--- config.mk ---
export PLATFORM = sky130hd
export DESIGN_NAME = bitset_exec
export DESIGN_NICKNAME = d
export VERILOG_FILES = /design/src/rtl/bitset_pkg.sv /design/src/rtl/bitset_decode.sv /design/src/rtl/bitset_agen.sv /design/src/rtl/bitset_seq.sv /design/src/rtl/bitset_regfile.sv /design/src/rtl/bitset_exec.sv
export SDC_FILE = /design/constraint.sdc
export NUM_CORES = 2
export LEC_CHECK = 0
export BUFFER_PORTS_ARGS = -buffer_cell sky130_fd_sc_hd__buf_2
export CAP_MARGIN = 25
export CELL_PAD_IN_SITES_DETAIL_PLACEMENT = 0
export CELL_PAD_IN_SITES_GLOBAL_PLACEMENT = 1
export CORE_MARGIN = 1.5
export CORE_UTILIZATION = 30
export CTS_BUF_LIST = sky130_fd_sc_hd__clkbuf_8 sky130_fd_sc_hd__clkbuf_16
export DETAILED_ROUTE_END_ITERATION = 10
export PLACE_DENSITY = 0.59
export SYNTH_ARGS = -nofsm -noshare
export SYNTH_HDL_FRONTEND = slang
export SYNTH_HIERARCHICAL = 1
export SYNTH_SLANG_ARGS = --single-unit
--- constraint.sdc ---
create_clock -name clk -period 6.15 [get_ports clk]
set_input_delay 0.9225 -clock clk [delete_from_list [all_inputs] [get_ports clk]]
set_output_delay 0.9225 -clock clk [all_outputs]
set_load 0.05 [all_outputs]
--- src/rtl/bitset_pkg.sv ---
package bitset_pkg;
  localparam int unsigned ADDR_W = 12;
  localparam int unsigned DATA_W = 8;
  localparam int unsigned BANK_W = 4;
  localparam int unsigned FILE_W = 8;
  localparam int unsigned BIT_W  = 3;
  localparam int unsigned WORD_W = 16;

  typedef enum logic [1:0] {
    PH_DECODE = 2'd0,
    PH_READ   = 2'd1,
    PH_PROC   = 2'd2,
    PH_WRITE  = 2'd3
  } phase_e;

  typedef enum logic [1:0] {
    AM_ACCESS  = 2'd0,
    AM_BANKED  = 2'd1,
    AM_INDEXED = 2'd2
  } amode_e;

  typedef struct packed {
    logic              is_set;
    logic [BIT_W-1:0]  bitno;
    logic              acc;
    logic [FILE_W-1:0] f;
  } fields_t;

  // choose how the operand address is formed
  function automatic amode_e pick_mode(input logic acc, input logic ext,
                                       input logic [FILE_W-1:0] f,
                                       input logic [FILE_W-1:0] limit);
    if (acc)                  return AM_BANKED;
    if (ext && (f <= limit))  return AM_INDEXED;
    return AM_ACCESS;
  endfunction

  // operand address for a given mode
  function automatic logic [ADDR_W-1:0] form_addr(input amode_e m,
                                                  input logic [BANK_W-1:0] bsr,
                                                  input logic [ADDR_W-1:0] ptr,
                                                  input logic [FILE_W-1:0] f);
    logic [ADDR_W-1:0] r;
    case (m)
      AM_BANKED:  r = {bsr, f};
      AM_INDEXED: r = ptr + {{(ADDR_W-FILE_W){1'b0}}, f};
      default:    r = f[FILE_W-1] ? {{(ADDR_W-FILE_W){1'b1}}, f}
                                  : {{(ADDR_W-FILE_W){1'b0}}, f};
    endcase
    return r;
  endfunction

  function automatic logic [DATA_W-1:0] set_mask(input logic [BIT_W-1:0] b);
    return DATA_W'(1) << b;
  endfunction

  function automatic logic [DATA_W-1:0] init_byte(input int unsigned idx);
    return DATA_W'((idx * 37 + 5) % 256);
  endfunction
endpackage

--- src/rtl/bitset_decode.sv ---
module bitset_decode
  import bitset_pkg::*;
#(
  parameter logic [3:0] OPCODE = 4'b1000
) (
  input  logic [WORD_W-1:0] word,
  output fields_t           flds
);
  assign flds.is_set = (word[WORD_W-1 -: 4] == OPCODE);
  assign flds.bitno  = word[11:9];
  assign flds.acc    = word[8];
  assign flds.f      = word[FILE_W-1:0];
endmodule

--- src/rtl/bitset_agen.sv ---
module bitset_agen
  import bitset_pkg::*;
#(
  parameter logic [FILE_W-1:0] OFFSET_LIMIT = 8'h5F
) (
  input  fields_t           flds,
  input  logic [BANK_W-1:0] bsr,
  input  logic              ext,
  input  logic [ADDR_W-1:0] ptr,
  output amode_e            mode,
  output logic [ADDR_W-1:0] addr
);
  assign mode = pick_mode(flds.acc, ext, flds.f, OFFSET_LIMIT);
  assign addr = form_addr(mode, bsr, ptr, flds.f);
endmodule

--- src/rtl/bitset_seq.sv ---
module bitset_seq
  import bitset_pkg::*;
(
  input  logic   clk,
  input  logic   rst_n,
  input  logic   start,
  output logic   accept,
  output logic   active,
  output phase_e ph
);
  assign accept = start && !active;

  always_ff @(posedge clk or negedge rst_n) begin
    if (!rst_n) begin
      active <= 1'b0;
      ph     <= PH_DECODE;
    end else if (accept) begin
      active <= 1'b1;
      ph     <= PH_DECODE;
    end else if (active) begin
      if (ph == PH_WRITE) active <= 1'b0;
      ph <= phase_e'(ph + 2'd1);
    end
  end
endmodule

--- src/rtl/bitset_regfile.sv ---
module bitset_regfile
  import bitset_pkg::*;
#(
  parameter int unsigned MEM_AW = 8
) (
  input  logic              clk,
  input  logic              rst_n,
  input  logic              rd,
  input  logic              wr,
  input  logic [ADDR_W-1:0] addr,
  input  logic [DATA_W-1:0] wdata,
  output logic [DATA_W-1:0] rdata
);
  localparam int unsigned DEPTH = 1 << MEM_AW;

  logic [DATA_W-1:0] mem [DEPTH];
  logic [MEM_AW-1:0] idx;

  assign idx = addr[MEM_AW-1:0];

  always_ff @(posedge clk or negedge rst_n) begin
    if (!rst_n) begin
      for (int i = 0; i < DEPTH; i++) mem[i] <= init_byte(i);
      rdata <= '0;
    end else begin
      if (rd) rdata <= mem[idx];
      if (wr) mem[idx] <= wdata;
    end
  end
endmodule

--- src/rtl/bitset_exec.sv ---
module bitset_exec
  import bitset_pkg::*;
#(
  parameter int unsigned       MEM_AW       = 8,
  parameter logic [3:0]        OPCODE       = 4'b1000,
  parameter logic [FILE_W-1:0] OFFSET_LIMIT = 8'h5F
) (
  input  logic              clk,
  input  logic              rst_n,
  input  logic              start,
  input  logic [WORD_W-1:0] instr,
  input  logic [BANK_W-1:0] bank,
  input  logic              ext_en,
  input  logic [ADDR_W-1:0] idx_ptr,
  output logic              busy,
  output logic [1:0]        phase,
  output logic [1:0]        amode,
  output logic              mem_rd,
  output logic              mem_wr,
  output logic [ADDR_W-1:0] mem_addr,
  output logic [DATA_W-1:0] mem_wdata,
  output logic [DATA_W-1:0] mem_rdata
);
  logic              accept;
  logic              active;
  phase_e            ph;
  logic [WORD_W-1:0] word_q;
  logic [BANK_W-1:0] bank_q;
  logic              ext_q;
  logic [ADDR_W-1:0] ptr_q;
  fields_t           flds;
  amode_e            mode_d, mode_q;
  logic [ADDR_W-1:0] addr_d, addr_q;
  logic [DATA_W-1:0] wdata_q;
  logic              rd_evt, wr_evt;

  bitset_seq u_seq (
    .clk(clk), .rst_n(rst_n), .start(start),
    .accept(accept), .active(active), .ph(ph)
  );

  always_ff @(posedge clk or negedge rst_n) begin
    if (!rst_n) begin
      word_q <= '0;
      bank_q <= '0;
      ext_q  <= 1'b0;
      ptr_q  <= '0;
    end else if (accept) begin
      word_q <= instr;
      bank_q <= bank;
      ext_q  <= ext_en;
      ptr_q  <= idx_ptr;
    end
  end

  bitset_decode #(.OPCODE(OPCODE)) u_dec (.word(word_q), .flds(flds));

  bitset_agen #(.OFFSET_LIMIT(OFFSET_LIMIT)) u_agen (
    .flds(flds), .bsr(bank_q), .ext(ext_q), .ptr(ptr_q),
    .mode(mode_d), .addr(addr_d)
  );

  // address latched in the decode phase, held through write
  always_ff @(posedge clk or negedge rst_n) begin
    if (!rst_n) begin
      addr_q <= '0;
      mode_q <= AM_ACCESS;
    end else if (active && ph == PH_DECODE) begin
      addr_q <= addr_d;
      mode_q <= mode_d;
    end
  end

  assign rd_evt = active && (ph == PH_READ);
  assign wr_evt = active && (ph == PH_WRITE) && flds.is_set;

  bitset_regfile #(.MEM_AW(MEM_AW)) u_rf (
    .clk(clk), .rst_n(rst_n), .rd(rd_evt), .wr(wr_evt),
    .addr(addr_q), .wdata(wdata_q), .rdata(mem_rdata)
  );

  // process phase: merge the one-hot mask
  always_ff @(posedge clk or negedge rst_n) begin
    if (!rst_n)                       wdata_q <= '0;
    else if (active && ph == PH_PROC) wdata_q <= mem_rdata | set_mask(flds.bitno);
  end

  assign busy      = active;
  assign phase     = ph;
  assign amode     = mode_q;
  assign mem_rd    = rd_evt;
  assign mem_wr    = wr_evt;
  assign mem_addr  = addr_q;
  assign mem_wdata = wdata_q;
endmodule

# Word-level counts from Yosys, hierarchy flattened
# Cells that the tools add are included.
[classes]
div_mod_pow = 0
multipliers = 0
n_bitwise = 2
shift = 1
eq_ne = 6
n_addsub = 2
n_mux = 20
order_cmp = 3
reduce_logical = 11
[op_table]
columns = ["operator", "count"]
rows = [
  ["$bwmux 2048", 1],
  ["$bmux 8 s8", 1],
  ["$demux 8 s8", 1],
  ["$mux 8", 3],
  ["$pmux 12 s2", 1],
  ["$add 12x8->12", 1],
  ["$mux 12", 1],
  ["$mux 2", 6],
  ["$ge 9x9->1 const B", 1],
  ["$lt 9x1->1 const B", 1],
  ["$not 8->9", 1],
  ["$le 8x7->1 const B", 1],
  ["$logic_and 1x1->1", 8],
  ["$or 8x8->8", 1],
  ["$shl 1x3->8 const A", 1],
  ["$eq 2x2->1 const B", 3],
  ["$mux 1", 6],
  ["$eq 2x1->1 const B", 2],
  ["$eq 4x4->1 const B", 1],
  ["$add 2x1->2 const B", 1],
  ["$logic_not 2->1", 1],
  ["$reduce_bool 2->1", 1],
  ["$logic_not 1->1", 1],
]
[word_totals]
out_inout_bits = 35
inputBits = 36
rom_bits = 0
ram_bits = 0
n_memories = 0
latchBits = 0
reg_bits = 2114
word_cells = 311

# Depth between registers and ports, before layout
[logic_depth]
ltp_word = 8
ltp_mapped = 12
depth_no_buf = 8

# By module
# The synthesis kept the hierarchy.
[modules_own_cells]
columns = ["module", "seq_area_each_um2", "instances", "cells_each", "area_each_um2"]
rows = [
  ["bitset_regfile", 52730.6, 1, 6004, 96675.2],
  ["bitset_exec", 1376.3, 1, 140, 2187.1],
  ["bitset_agen", 0.0, 1, 91, 625.6],
  ["bitset_seq", 75.1, 1, 9, 132.6],
  ["bitset_decode", 0.0, 1, 13, 105.1],
]

# Worst setup path before layout
# No wires, ideal clock.
[synth_timing]
path_type = "register to register"
startpoint = "register u_seq.ph[1]"
endpoint = "register u_rf/mem[1305] (netlist name)"
arrival_time_ps = 3255
required_ps = 6025
slack_ps = 2770
period_less_slack_ps = 3380
path_buffers = 3
setup_ps = 125
stages_incl_launch_ff = 9
cell_sequence = "dfrtp_1 buf_2 nand2_1 nor2_1 buf_2 nand3_2 buf_4 nor2_2 mux2_2"
[synth_via]
elab_chain_cells = 3
[synth_lines]
columns = ["item", "line", "rtl"]
rows = [
  ["start: declaration", "bitset_seq.sv:9", "output phase_e ph"],
  ["start signal: assignment", "bitset_seq.sv:22", "ph <= phase_e'(ph + 2'd1);"],
  ["$eq 2x2->1", "bitset_exec.sv:75", "assign wr_evt = active && (ph == PH_WRITE) && flds.is_set;"],
  ["$logic_and 1x1->1 (2 in series)", "bitset_exec.sv:75", ""],
  ["named net mem_wr", "bitset_exec.sv:19", "output logic mem_wr,"],
  ["end signal: indexed assignment", "bitset_regfile.sv:27", "if (wr) mem[idx] <= wdata;"],
  ["end: declaration", "bitset_regfile.sv:16", "logic [DATA_W-1:0] mem [DEPTH];"],
]
# The timed path passes the listed nets, and every way through them passes these cells.
# A chain may end at the register's enable or synchronous reset.

# Worst setup path in the final report
[layout_timing]
startpoint = "register addr_q[3], in the netlist mem_addr[3]"
endpoint = "register u_rf/mem[474] (netlist name)"
[layout_via]
elab_chain_cells = 6
word_cells_on_any_way = 7
cone_classes = "2 x order compare; 3 x mux; 1 x bitwise; 1 x reduce/logical"
[layout_lines]
columns = ["item", "line", "rtl"]
rows = [
  ["start: declaration", "bitset_exec.sv:33", "logic [ADDR_W-1:0] addr_d, addr_q;"],
  ["start signal: assignment", "bitset_exec.sv:69", "addr_q <= addr_d;"],
  ["$not 8->9 (implied by the code) (*)", "bitset_regfile.sv:27", ""],
  ["$ge 9x9->1 (implied by the code) / $lt 9x1->1 (equally long branches)", "bitset_regfile.sv:27", ""],
  ["$logic_and 1x1->1 (implied by the code)", "bitset_regfile.sv:27", ""],
  ["$mux 8 (implied by the code)", "bitset_regfile.sv:27", ""],
  ["$demux 8 s8 (*)", "bitset_regfile.sv:27", ""],
  ["$bwmux 2048 (*)", "bitset_regfile.sv:27", ""],
]
# Mark *: on every way between the ends. The rest lies on a longest branch, timed or not.

==> metrics <==
nets 6,304; Sw Ratio between 30% and 40%; crit path launch mem_addr[3]; Rel. slew slack -8.21%; Vias approximately 56,000; sw power about 15 mW; Hold WC Path Type in2reg; Syn Nets about 6,300; CP arrival approximately 5.0 ns; Worst VDD drop between 500 and 600 µV; H-tree levels 4; xor/xnor share of the synthesized area less than 1%; share of layout cells above drive strength 1 68.5%; syn_area_per_cell 15.9 µm²; # setup viols final 0; Netlist cell types 88; CTS tree built; first-pass GRT wire length roughly 440,000 µm; FF-to-FF setup slack between 1.5 and 2 ns; P_int around 26 mW; Flop pwr share between 30% and 40%; total negative slack 0 ns; Reg clk slew, reported paths 0.06 ns; share of flip-flops with an asynchronous set or reset 100%; Area growth, synth to finish 13.2%; fin cells 10,800; DR vias/cell 5.19; fin crit period roughly 4.3 ns; Ports slightly above 70; Initial Util a little under a third; detailed-route wire length per cell roughly 28 µm; area post-placement 105,000 µm²; die height 580 µm; 1st-iter DRT viols approximately 3,700; CORE AREA roughly 330,000 µm²; Post-synth EDFFs 0; fin area 113,000 µm²; DRT Wirelength 303,000 µm; clock sink total approximately 2,100; combinational family with the most area after synthesis multiplexers; simple-gate share of the synthesized area between 3 and 4%; area of the die about 340,000 µm²; Worst Max-Slew Pin Slew 1.62 ns; status complete, but fails checks; largest net degree at the start of global routing ~200; dpl hpwl slightly below 200,000 µm; failing checks max-slew violations; Static Leak around 50 nW; global placement routability congestion 0.804; initial antenna violation count 14; CTS resizes 0; Final period util approximately 70%; RSZ-0062 raised after global routing false; row cnt 211; worst-case reg-to-reg path depth 6; top post-synthesis cells by area dfrtp_1 27%, dfstp_2 27%, mux2_2 23%; Placed Instances 10,400; fraction of synthesized area in multiplexers between 30 and 40%; vias in the first global route between 60,000 and 70,000; critical path required time between 6 and 7 ns; port bufs 70; Pre-antenna DRT Iters 5; drt drc 0; largest area contributor in the synthesized netlist dfrtp_1; width of the die just under 600 µm; Seq/Total Area, Yosys 54.3%; final setup margin 1.86 ns; capturing point of the worst reg2reg path u_rf/mem[474]; CP Max Fanout 26; Synth Area in Compound Gates 2.32%; Cell Area, Synth around 100,000 µm²; fin. max-slew vios between 100 and 150; Placement Setup Slack 1.86 ns; grt total ovfl 0; Synth top area share 27.4%; Worst R2R Start mem_addr[3]; Seq cells post-synth approximately 2,100; crit path capture u_rf/mem[474]; Worst Skew between 0.06 and 0.07 ns; Num CTS Buffers 241; Clock Tree Buf Depth 4; Yosys Warn Count 6; final hold violations 0; Total GRT Usage between 10% and 20%; number of routed nets with antenna violations 0; Skew-Pair Late Insertion Delay between 0.9 and 1 ns; f_max roughly 0.23 GHz; Primary FF master, synth dfrtp_1; cells after synthesis 6,257; Power per Cell Area 370 nW/µm²; area share of fa/ha/maj cells after synthesis 0.133%; Clk pwr share around a third; crit start category flop; critical path class reg2reg; # Max-Cap Violations 0; crit end category flop; Logic pwr share between 20% and 30%; CTS root buffer clkbuf_16
[power by group through the flow]
stage | Clock [mW] | Combinational (mW) | Sequential (mW)
6_report | 14.5 | 11.6 | 15.6
5_1_grt | 15.4 | 12.2 | 15.7
4_1_cts | 14.9 | 11.8 | 15.6
3_5_place_dp | 0 | 11.7 | 15.9
3_3_place_gp | 0 | 11.6 | 15.8
2_1_floorplan | 0 | 7.38 | 15.3
[metal layers]
| layer | wire length [µm] | vias to the layer above | track usage (%) |
|---|---|---|---|
| met5 | 35 | - | 0 |
| met4 | 8940 | 6 | 4.96 |
| met3 | 13600 | 419 | 2.92 |
| met2 | 144000 | 1189 | 29.2 |
| met1 | 137000 | 31100 | 24.9 |
| li1 | - | 23400 | - |
[placed cells by master, fill, tap and decap left out, drive strengths merged, types with 78 or more instances in the layout]
cell and n:
dfrtp 1090, buf 234, mux2 2119, mux4 490, nand2 128, dfstp 1024
clkbuf 311, mux2i 166, nor2 251, a22oi 97, inv 78
[cells by family (layout without fill, tap and decap cells)]
| family | Yosys count | after routing |
|---|---|---|
| xor gates and xnor gates | 5 | 5 |
| DFF | 2114 | 2114 |
| buffers and inverters | 485 | 690 |
| muxes | 2775 | 2775 |
| adders and majority gates | 10 | 10 |
| and+or+nand+nor | 549 | 549 |
| AOI/OAI and AO/OA | 319 | 319 |
| other | 0 | 7 |
[how the worst min path moves through the flow]
stage	to	cells after the start	start	slack, ns
6_report	word_q[12]	2	instr[12]	0.27
5_1_grt	word_q[15]	2	instr[15]	0.23
2_1_floorplan	u_rf/mem[32]	1	u_rf/mem[32]	0.45
3_3_place_gp	u_rf/mem[37]	1	u_rf/mem[37]	0.46
4_1_cts	word_q[12]	2	instr[12]	0.20
3_5_place_dp	u_rf/mem[37]	1	u_rf/mem[37]	0.48
[final cells by class]
class | instances | area (µm²)
clock buffers | 311 | 7020
flip-flops and latches | 2114 | 54200
inverters | 8 | 35.0
diodes | 7 | 17.5
clock inverters | 136 | 1030
repair buffers | 235 | 2060
well taps | 4366 | 5460
fillers | 31800 | 218000
multi-input cells | 3658 | 43000
[Yosys cell counts, drive strengths merged, types with 4 or more instances]
library cell / n
mux2: 2119
dfrtp: 1090
dfstp: 1024
mux4: 490
clkbuf: 272
nor2: 251
buf: 205
mux2i: 166
nand2: 128
a22oi: 97
nand3: 49
o21ai: 42
a21oi: 36
a221oi: 24
nand2b: 21
nor3: 20
o22ai: 19
nor2b: 15
o211ai: 14
a31oi: 11
a21o: 10
a211oi: 9
ha: 9
nand4: 9
a22o: 8
and2: 8
inv: 8
o32a: 7
a311oi: 6
and3: 6
nor3b: 6
o221ai: 6
or4: 6
nor4: 5
a21boi: 4
a41oi: 4
and3b: 4
nand3b: 4
o2111a: 4
o41ai: 4
or2: 4
[worst max-delay path, cell delays in order (launching register included)]
cell      delay (ns)
dfrtp_4         0.81
clkinv_1        0.93
nand2_1         0.83
nor2_4          0.31
buf_4           0.33
nand2_1         0.46
mux2_2          0.40
[through the flow]
step / hold slack [ns] / power (mW) / utilization (%)
3_3_place_gp: 0.463 / 27.5 / 31.7
6_report: 0.266 / 41.7 / 34.1
2_1_floorplan: 0.453 / 22.7 / -
3_5_place_dp: 0.475 / 27.6 / 31.7
5_1_grt: 0.225 / 43.3 / 34.1
4_1_cts: 0.202 / 42.3 / 34.1
[repair_timing]
action / 4_1_cts / 5_1_grt
setup buffers: 0 / 0
endpoints found under the hold margin: 19 / 0
hold buffers: 1 / 0
[registers in the layout, indices dropped and copies added (netlist names)]
register / flops
mem_addr: 12
ext_q: 1
u_seq/active: 1
u_seq/ph: 2
u_rf/rdata: 8
word_q: 16
amode: 2
bank_q: 4
mem_wdata: 8
u_rf/mem: 2048
ptr_q: 12
(Power assumes the default switching activity.)
